File: src/rtl/msix_pkg.sv
package msix_pkg;
  typedef struct packed {
    logic [31:0] addr_lo;
    logic [31:0] addr_hi;
    logic [15:0] data;
    logic        mask;
  } msix_entry_t;

  localparam logic [1:0] DW_ADDR_LO = 2'd0;
  localparam logic [1:0] DW_ADDR_HI = 2'd1;
  localparam logic [1:0] DW_DATA    = 2'd2;
  localparam logic [1:0] DW_CTRL    = 2'd3;
endpackage

File: src/rtl/msix_entry_store.sv
module msix_entry_store
  import msix_pkg::*;
#(
  parameter int NUM_VEC = 8,
  parameter int IDX_W   = $clog2(NUM_VEC)
) (
  input  logic              clk_i,
  input  logic              rst_ni,
  input  logic              wr_en_i,
  input  logic [IDX_W-1:0]  wr_idx_i,
  input  logic [1:0]        wr_dw_i,
  input  logic [31:0]       wr_data_i,
  output msix_entry_t       ent_o [NUM_VEC]
);
  for (genvar g = 0; g < NUM_VEC; g++) begin : g_ent
    msix_entry_t ent_q;
    always_ff @(posedge clk_i or negedge rst_ni) begin
      if (!rst_ni) begin
        ent_q <= '{addr_lo: '0, addr_hi: '0, data: '0, mask: 1'b1};
      end else if (wr_en_i && wr_idx_i == IDX_W'(g)) begin
        unique case (wr_dw_i)
          DW_ADDR_LO: ent_q.addr_lo <= wr_data_i;
          DW_ADDR_HI: ent_q.addr_hi <= wr_data_i;
          DW_DATA:    ent_q.data    <= wr_data_i[15:0];
          default:    ent_q.mask    <= wr_data_i[0];
        endcase
      end
    end
    assign ent_o[g] = ent_q;


    mask_wr_chk: assert property (@(posedge clk_i) disable iff (!rst_ni)
      (wr_en_i && wr_idx_i == IDX_W'(g) && wr_dw_i == DW_CTRL)
        |=> (ent_q.mask == $past(wr_data_i[0])));
  end
endmodule

File: src/rtl/msix_pending.sv
module msix_pending #(
  parameter int NUM_VEC = 8,
  parameter int IDX_W   = $clog2(NUM_VEC)
) (
  input  logic               clk_i,
  input  logic               rst_ni,
  input  logic               set_en_i,
  input  logic [IDX_W-1:0]   set_idx_i,
  input  logic               clr_en_i,
  input  logic [IDX_W-1:0]   clr_idx_i,
  output logic [NUM_VEC-1:0] pend_o
);
  logic [NUM_VEC-1:0] pend_q;

  for (genvar g = 0; g < NUM_VEC; g++) begin : g_bit
    logic set_hit, clr_hit;
    assign set_hit = set_en_i && set_idx_i == IDX_W'(g);
    assign clr_hit = clr_en_i && clr_idx_i == IDX_W'(g);
    // set wins over clear in the same cycle
    always_ff @(posedge clk_i or negedge rst_ni) begin
      if (!rst_ni)      pend_q[g] <= 1'b0;
      else if (set_hit) pend_q[g] <= 1'b1;
      else if (clr_hit) pend_q[g] <= 1'b0;
    end
  end

  assign pend_o = pend_q;


  set_takes_chk: assert property (@(posedge clk_i) disable iff (!rst_ni)
    set_en_i |=> pend_q[$past(set_idx_i)]);

  clr_takes_chk: assert property (@(posedge clk_i) disable iff (!rst_ni)
    (clr_en_i && !(set_en_i && set_idx_i == clr_idx_i)) |=> !pend_q[$past(clr_idx_i)]);

  set_beats_clr_chk: assert property (@(posedge clk_i) disable iff (!rst_ni)
    (clr_en_i && set_en_i && set_idx_i == clr_idx_i) |=> pend_q[$past(clr_idx_i)]);
endmodule

File: src/rtl/msix_prio_pick.sv
module msix_prio_pick #(
  parameter int NUM_VEC = 8,
  parameter int IDX_W   = $clog2(NUM_VEC)
) (
  input  logic [NUM_VEC-1:0] req_i,
  output logic               any_o,
  output logic [IDX_W-1:0]   idx_o
);
  always_comb begin
    any_o = 1'b0;
    idx_o = '0;
    for (int i = NUM_VEC - 1; i >= 0; i--) begin
      if (req_i[i]) begin
        any_o = 1'b1;
        idx_o = IDX_W'(i);
      end
    end
  end


  always_comb begin
    lowest_first_chk: assert (!any_o ||
      (req_i[idx_o] && (req_i & ~({NUM_VEC{1'b1}} << idx_o)) == '0));
  end
endmodule

File: src/rtl/msix_table_ctrl.sv
module msix_table_ctrl
  import msix_pkg::*;
#(
  parameter int  NUM_VEC = 8,
  localparam int IDX_W   = $clog2(NUM_VEC),
  localparam int AW      = IDX_W + 3
) (
  input  logic              clk_i,
  input  logic              rst_ni,
  input  logic              msix_en_i,
  input  logic              func_mask_i,
  output logic [10:0]       table_size_o,
  input  logic              reg_req_i,
  input  logic              reg_we_i,
  input  logic [AW-1:0]     reg_addr_i,
  input  logic [31:0]       reg_wdata_i,
  output logic              reg_rvalid_o,
  output logic [31:0]       reg_rdata_o,
  input  logic              evt_valid_i,
  input  logic [IDX_W-1:0]  evt_idx_i,
  output logic              msg_valid_o,
  input  logic              msg_ready_i,
  output logic [63:0]       msg_addr_o,
  output logic [31:0]       msg_data_o
);
  msix_entry_t        ent [NUM_VEC];
  logic [NUM_VEC-1:0] pend, elig;
  logic [IDX_W-1:0]   t_idx, sel_idx;
  logic [1:0]         t_dw;
  logic               t_hit, pba_sel, sel_any, evt_fire, tbl_wr, rd_fire, send;
  logic [31:0]        rd_word, pba_word;

  assign table_size_o = 11'(NUM_VEC - 1);

  // register port decode
  assign pba_sel = reg_addr_i[AW-1];
  assign t_idx   = reg_addr_i[AW-2:2];
  assign t_dw    = reg_addr_i[1:0];
  assign t_hit   = !pba_sel && ({1'b0, t_idx} < (IDX_W+1)'(NUM_VEC));
  assign tbl_wr  = reg_req_i && reg_we_i && t_hit;
  assign rd_fire = reg_req_i && !reg_we_i;

  msix_entry_store #(.NUM_VEC(NUM_VEC), .IDX_W(IDX_W)) u_store (
    .clk_i     (clk_i),
    .rst_ni    (rst_ni),
    .wr_en_i   (tbl_wr),
    .wr_idx_i  (t_idx),
    .wr_dw_i   (t_dw),
    .wr_data_i (reg_wdata_i),
    .ent_o     (ent)
  );

  assign evt_fire = evt_valid_i && msix_en_i &&
                    ({1'b0, evt_idx_i} < (IDX_W+1)'(NUM_VEC));
  assign send     = msg_valid_o && msg_ready_i;

  msix_pending #(.NUM_VEC(NUM_VEC), .IDX_W(IDX_W)) u_pend (
    .clk_i     (clk_i),
    .rst_ni    (rst_ni),
    .set_en_i  (evt_fire),
    .set_idx_i (evt_idx_i),
    .clr_en_i  (send),
    .clr_idx_i (sel_idx),
    .pend_o    (pend)
  );

  for (genvar g = 0; g < NUM_VEC; g++) begin : g_elig
    assign elig[g] = pend[g] && !ent[g].mask;
  end

  msix_prio_pick #(.NUM_VEC(NUM_VEC), .IDX_W(IDX_W)) u_pick (
    .req_i (elig),
    .any_o (sel_any),
    .idx_o (sel_idx)
  );

  assign msg_valid_o = sel_any && msix_en_i && !func_mask_i;
  assign msg_addr_o  = {ent[sel_idx].addr_hi, ent[sel_idx].addr_lo};
  assign msg_data_o  = {16'h0, ent[sel_idx].data};

  // read path
  always_comb begin
    pba_word = '0;
    pba_word[NUM_VEC-1:0] = pend;
  end

  always_comb begin
    rd_word = '0;
    if (pba_sel) begin
      rd_word = pba_word;
    end else if (t_hit) begin
      unique case (t_dw)
        DW_ADDR_LO: rd_word = ent[t_idx].addr_lo;
        DW_ADDR_HI: rd_word = ent[t_idx].addr_hi;
        DW_DATA:    rd_word = {16'h0, ent[t_idx].data};
        default:    rd_word = {31'h0, ent[t_idx].mask};
      endcase
    end
  end

  always_ff @(posedge clk_i or negedge rst_ni) begin
    if (!rst_ni) begin
      reg_rvalid_o <= 1'b0;
      reg_rdata_o  <= '0;
    end else begin
      reg_rvalid_o <= rd_fire;
      if (rd_fire) reg_rdata_o <= rd_word;
    end
  end


  msg_gate_chk: assert property (@(posedge clk_i) disable iff (!rst_ni)
    msg_valid_o |-> (msix_en_i && !func_mask_i && !ent[sel_idx].mask && pend[sel_idx]));

  rd_lat_chk: assert property (@(posedge clk_i) disable iff (!rst_ni)
    (reg_req_i && !reg_we_i) |=> reg_rvalid_o);

  rd_quiet_chk: assert property (@(posedge clk_i) disable iff (!rst_ni)
    !(reg_req_i && !reg_we_i) |=> !reg_rvalid_o);

  msg_hold_chk: assert property (@(posedge clk_i) disable iff (!rst_ni)
    (msg_valid_o && !msg_ready_i && !tbl_wr && msix_en_i && !func_mask_i
     && $stable(msix_en_i)) |=> (msg_valid_o || func_mask_i || !msix_en_i));
endmodule

File: config.mk
export PLATFORM = sky130hd
export DESIGN_NAME = msix_table_ctrl
export DESIGN_NICKNAME = d
export VERILOG_FILES = /design/src/rtl/msix_pkg.sv /design/src/rtl/msix_entry_store.sv /design/src/rtl/msix_pending.sv /design/src/rtl/msix_prio_pick.sv /design/src/rtl/msix_table_ctrl.sv
export SDC_FILE = /design/constraint.sdc
export NUM_CORES = 1
export LEC_CHECK = 0
export BUFFER_PORTS_ARGS = -buffer_cell sky130_fd_sc_hd__buf_4
export CORE_UTILIZATION = 30
export CTS_BUF_LIST = sky130_fd_sc_hd__clkbuf_4
export CTS_CLUSTER_SIZE = 14
export DETAILED_ROUTE_END_ITERATION = 8
export SLEW_MARGIN = 20
export SYNTH_ARGS = -nofsm -noshare
export SYNTH_HDL_FRONTEND = slang
export SYNTH_SLANG_ARGS = --single-unit
export TNS_END_PERCENT = 30
File: constraint.sdc
create_clock -name clk_i -period 2.9 [get_ports clk_i]
set_clock_uncertainty 0.2 [all_clocks]
set_input_delay 0.145 -clock clk_i [delete_from_list [all_inputs] [get_ports clk_i]]
set_output_delay 0.145 -clock clk_i [all_outputs]
set_load 0.02 [all_outputs]
* Word level (Yosys, flattened, before mapping)
Cells that the tools add are included.
** Operators by class
- Multiplexer cells :: 40
- Reductions and logical operators :: 95
- Bitwise gates (word level) :: 3
- Eq/ne operators :: 23
- Magnitude comparators :: 2
** Operators with widths (count)
- $bmux 81 s3 :: 2
- $mux 81 :: 4
- $pmux 32 s3 :: 1
- $reduce_and 2->1 :: 32
- $logic_and 1x1->1 :: 39
- $eq 3x3->1 const B :: 12
- $mux 32 :: 1
- $mux 1 :: 24
- $mux 3 :: 8
- $eq 3x2->1 const B :: 6
- $reduce_bool 2->1 :: 8
- $logic_not 1->1 :: 11
- $eq 3x1->1 const B :: 3
- $logic_not 3->1 :: 3
- $ge 4x4->1 const B :: 2
- $not 3->4 :: 2
- $reduce_or 3->1 :: 1
- $eq 2x1->1 const B :: 1
- $eq 2x2->1 const B :: 1
- $logic_not 2->1 :: 1
- $not 1->1 :: 1
** Storage, ports and cells
- Output and inout port bits :: 141
- Logic and storage cells :: 205
- Register bits after elaboration :: 689
- Bits of input ports :: 49

* Logic depth before layout (Yosys ltp)
- Word-level depth :: 16
- Gate-level depth with buffers :: 9
- Gate-level depth less buffers :: 6

* By module
A second synthesis with hierarchy kept.
** Second synthesis, totals
- Cell total of the unflattened synthesis :: 2351
- Area, all modules :: 36339.9 µm²
** By module, submodules not included
- msix_entry_store :: seq. area each 16225.6 µm², instances 1, area each 24463.5 µm², cells an instance 1452
- msix_table_ctrl :: seq. area each 825.8 µm², instances 1, area each 11414.7 µm², cells an instance 856
- msix_pending :: seq. area each 200.2 µm², instances 1, area each 381.6 µm², cells an instance 30
- msix_prio_pick :: seq. area each 0.0 µm², instances 1, area each 80.1 µm², cells an instance 13

* Worst setup path before layout
Ideal clock, no wire load.
- Path kind :: register -> output
- Start :: register u_store.g_ent[5].ent_q (netlist bit u_store.ent_o[162])
- End :: output msg_data_o[10]
- Arrival time :: 2271 ps
- Cell stages (with the launch flop) :: 9
- Buffers on the path :: 2
- Required time :: 2555 ps
- Setup slack :: 284 ps
- Path through :: dfstp_2 nand2b_1 a21boi_2 o311a_1 buf_4 clkbuf_1 nand2_1 a32o_1 a211oi_1
** On the way
- Cells in the longest elaborated chain, start to end :: 12
** RTL lines
- from (decl) :: line msix_entry_store.sv:16 : msix_entry_t ent_q;
- from (signal assigned) :: line msix_entry_store.sv:19 : ent_q <= '{addr_lo: '0, addr_hi: '0, data: '0, mask: 1'b1};
- $logic_not 1->1 :: line msix_table_ctrl.sv:68 : assign elig[g] = pend[g] && !ent[g].mask;
- $logic_and 1x1->1 :: line msix_table_ctrl.sv:68
- $mux 3 (6 in a row) :: line msix_prio_pick.sv:13 : if (req_i[i]) begin
- $not 3->4 (not written as such) :: line msix_table_ctrl.sv:79 : assign msg_data_o = {16'h0, ent[sel_idx].data};
- $bmux 81 s3 :: line msix_table_ctrl.sv:79
- $mux 81 (not written as such) (2 in a row) :: line msix_table_ctrl.sv:79
- to (decl) :: line msix_table_ctrl.sv:24 : output logic [31:0] msg_data_o
Every way passes these cells. The select of a mux whose other input is x is not followed.

* Worst setup path in the final report
- Start :: register u_store.g_ent[5].ent_q (netlist bit u_store.ent_o[162])
- End :: output msg_addr_o[28]
** On the way
- Cells in the longest elaborated chain, start to end :: 12
** RTL lines
- $logic_not 1->1 :: line msix_table_ctrl.sv:68
- $logic_and 1x1->1 :: line msix_table_ctrl.sv:68
- $mux 3 (6 in a row) :: line msix_prio_pick.sv:13
- $not 3->4 (not written as such) :: line msix_table_ctrl.sv:78 : assign msg_addr_o = {ent[sel_idx].addr_hi, ent[sel_idx].addr_lo};
- $bmux 81 s3 :: line msix_table_ctrl.sv:78
- $mux 81 (2 in a row)
- to (decl) :: line msix_table_ctrl.sv:23 : output logic [63:0] msg_addr_o,
Every way passes these cells. The select of a mux whose other input is x is not followed.

==> metrics.md <==
| Metric | Value |
|---|---|
| Slowest CP cell | `dfstp_2` |
| GRT Residual Overflow | `0` |
| CTS Buf Count | `176` |
| Via density | `5.56` |
| Netlist cell types | `48` |
| M3 GR Usage | `4.98%` |
| Total Routing Usage GR | `21.5%` |
| Top FF cell, synth | `dfrtp_1` |
| Post-synth EDFFs | `0` |
| Delay-heaviest family, CP | `buffers and inverters` |
| Worst Path Buf+Inv | `7` |
| Antenna-violating nets left | `0` |
| Worst Setup Start Kind | `flip-flop` |
| Syn. warnings | `0` |
| Routed via count | `28,200` |
| Skew-Pair Late Insertion Delay | `1.13 ns` |
| Sequential share of the synthesized area | `47.4%` |
| Core Region | `120,000 sq um` |
| Pwr Total | `37.8 mW` |
| Final WL | `134,000 um` |
| Die H | `350 um` |
| Syn Area/Cell | `12.9 sq um` |
| Num Clock Sinks | `689` |
| Post-Layout Inst Area | `47,300 sq um` |
| Fin nets | `3,381` |
| Initial antenna violation count | `8` |
| Iter 0 DRT Violations | `2,437` |
| CP Class | `flip-flop to output port` |
| IO Pins | `190` |
| Layout cell share with drive strength beyond 1 | `52.1%` |
| Max stage delay on crit path | `0.54 ns` |
| Combinational power share | `47.8%` |
| Max_slew headroom | `26.0%` |
| Clk slew on worst S/H paths | `0.06 ns` |
| Sw Share | `37.7%` |
| # fillers | `11,400` |
| Min-Delay Path Class | `input port to flip-flop` |
| Sequential power share | `29.4%` |
| Post-layout util | `39.4%` |
| Max Fclk | `254 MHz` |
| Register bit count reported by yosys | `689` |
| Setup ws final | `-1.04 ns` |
| Power per cell area | `799 nW/um^2` |
| Core Rows | `127` |
| Clk pwr share | `22.8%` |
| Internal power | `23.5 mW` |
| First-pass DRT Iterations | `5` |
| Least-Margin Pin Slew | `1.11 ns` |
| Final max-slew violation count | `0` |
| RSZ-0062 raised after global routing | `true` |
| Final period util | `136%` |
| Most frequent cells in the layout | `dfrtp_1 (681), mux2_2 (649), buf_4 (305), nand2_1 (276), clkbuf_4 (253)` |
| Status | `finished with violations` |
| Detailed Place HPWL | `80,000 um` |
| Area after DPL | `41,300 sq um` |
| Met1 Use GR | `28.3%` |
| CTS root buf | `clkbuf_4` |
| First-pass GRT wire length | `196,000 um` |
| H-tree depth | `4` |
| Endpoint class of the critical path | `output port` |
| Failing checks | `setup timing` |
| Critical Path AT | `3.60 ns` |
| Synthesized area | `36,400 sq um` |
| Most common cell after layout, fill and taps aside | `dfrtp_1` |
| Ys async rst share | `100%` |
| Cell leakage power | `21.6 nW` |
| DRC violations left | `0` |
| GPL Wtd Cong | `0.854` |
| Setup violators final | `81` |
| P&R area growth vs syn | `29.9%` |
| Mapped Cells | `2,834` |
| Met2 usage | `33.5%` |
| WL/cell | `26.5 um` |
| GR peak layer | `met2` |
| DP Worst Slack | `-0.352 ns` |
| Largest net degree at the start of global routing | `82` |
| MaxCap Viol Count | `0` |
| CTS Buffer Depth | `3` |
| Die ar. | `123,000 sq um` |
| CP required | `2.56 ns` |
| Crit-path most repeated cell | `buf_12` |
| Die W | `350 um` |
| Starting Density | `30.3%` |
| P_sw | `14.2 mW` |
| Minimum clock period | `3.94 ns` |
| Final hold vios | `0` |
| Max VDD drop | `0.000549 V` |
| CTS tree | `yes` |
| CP Cell Sequence | `nand2b_4 > a21boi_4 > o311ai_4 > buf_6 > buf_12 > nand2_8 > buf_12 > buf_12 > buf_4 > nand2_1 > a211oi_2 > buf_4 > buf_6` |
| Worst-path fanout max | `12` |
| Fin Hold WS | `0.101 ns` |
| Vias in the first global route | `29,000` |
| I/O Buffers | `162` |
[metrics by stage]
step | instances | TNS [ns]
floorplan | 2859 | 0
global placement | 4575 | -4.93
detailed placement | 4575 | -4.58
CTS | 5013 | -83.38
global route | 5073 | -87.40
finish | 5074 | -76.56
[registers in the layout, indices dropped and copies added (netlist names)]
| signal | count |
|---|---|
| reg_rvalid_o | 1 |
| reg_rdata_o | 32 |
| u_store.ent_o | 648 |
| u_pend.pend_o | 8 |
[worst min-delay path, stage by stage]
cell and delay, ns:
dlygate4sd3_1 0.57, buf_4 0.18, inv_4 0.16, o2111a_1 0.22, a21oi_1 0.06
[cells by family after synthesis]
group / Yosys count / share of synthesized area (%)
simple gates: 455 / 5.66
other cells: 2 / 0.0206
mux: 953 / 34.1
compound gates: 428 / 8.71
buf+inv: 307 / 4.15
flops: 689 / 47.4
[cell type report]
| type | instances | area, sq um | area share, % |
|---|---|---|---|
| tap | 1612 | 2020 | 4.26 |
| inverter | 6 | 25.0 | 0.0529 |
| clock buffer | 253 | 1900 | 4.01 |
| antenna | 8 | 20.0 | 0.0423 |
| multi-input combinational | 1863 | 19000 | 40.3 |
| sequential | 689 | 17300 | 36.5 |
| timing repair buffer | 596 | 6700 | 14.2 |
| clock inverter | 47 | 343 | 0.725 |
[synth_stat cells, types with 2 or more instances]
master / number / area (sq um)
a22oi_1: 3 / 22.5
buf_1: 9 / 33.8
mux2_2: 649 / 7310
o21ai_0: 17 / 85.1
inv_1: 5 / 18.8
a21oi_1: 100 / 500
nor3_2: 2 / 20.0
a31oi_1: 3 / 18.8
nand2_1: 296 / 1110
nor2_1: 29 / 109
nor2_2: 2 / 12.5
a32o_1: 80 / 801
buf_4: 55 / 413
a211oi_1: 162 / 1220
buf_6: 2 / 22.5
buf_2: 98 / 490
o2bb2ai_1: 2 / 17.5
a221o_1: 8 / 80.1
o31ai_1: 5 / 37.5
and3_1: 82 / 513
clkbuf_1: 136 / 510
nor2b_1: 9 / 56.3
mux4_1: 2 / 52.6
o221a_2: 3 / 33.8
mux2i_1: 139 / 1390
o22ai_1: 23 / 144
nand2b_1: 13 / 81.3
conb_1: 2 / 7.51
nand3_1: 11 / 55.1
a22o_1: 16 / 140
dfstp_2: 8 / 210
nor3b_2: 2 / 25.0
mux4_2: 163 / 3670
dfrtp_1: 681 / 17000
nand3b_1: 4 / 30.0
[metal layers]
| layer | vias up | part of all wire [%] | wire length (um) |
|---|---|---|---|
| met4 | 4 | 4.2 | 5690 |
| met2 | 1306 | 46 | 62400 |
| met3 | 349 | 7.7 | 10400 |
| met1 | 14800 | 42 | 55800 |
| met5 | - | 0.020 | 27 |
| li1 | 11700 | - | - |
[worst paths after layout]
path / cells past startpoint / endpoint / slack (ns) / start
setup / recovery: 13 / msg_addr_o[28] / -1.04 / u_store.ent_o[162]
hold / removal: 5 / reg_rdata_o[0] / 0.10 / reg_addr_i[4]
setup reg to reg: 9 / u_pend.pend_o[7] / 0.09 / u_pend.pend_o[7]
hold reg to reg: 2 / reg_rdata_o[4] / 0.30 / reg_rdata_o[4]
max in group asynchronous: 7 / u_store.ent_o[312] / 1.12 / rst_ni
min in group asynchronous: 5 / u_store.ent_o[24] / 0.50 / rst_ni
[power by group through the flow]
stage                     Combinational (mW)  Sequential, mW  Clock [mW]
final                                   18.0            11.1        8.63
after detailed placement                13.1            11.2           0
after global routing                    18.7            11.2        9.33
after global placement                  13.1            11.2           0
after floorplan                         6.64            11.1           0
after CTS                               15.8            11.1        8.84
[repair_timing]
item | CTS | global route
gates resized for setup | 210 | 122
endpoints found under the hold margin | 1378 | 0
gates cloned | 8 | 9
hold buffers | 109 | 0
pin swaps | 65 | 57
endpoints found under the setup margin | 81 | 83
buffers inserted | 21 | 45
Power figures use the tool's default switching activity.
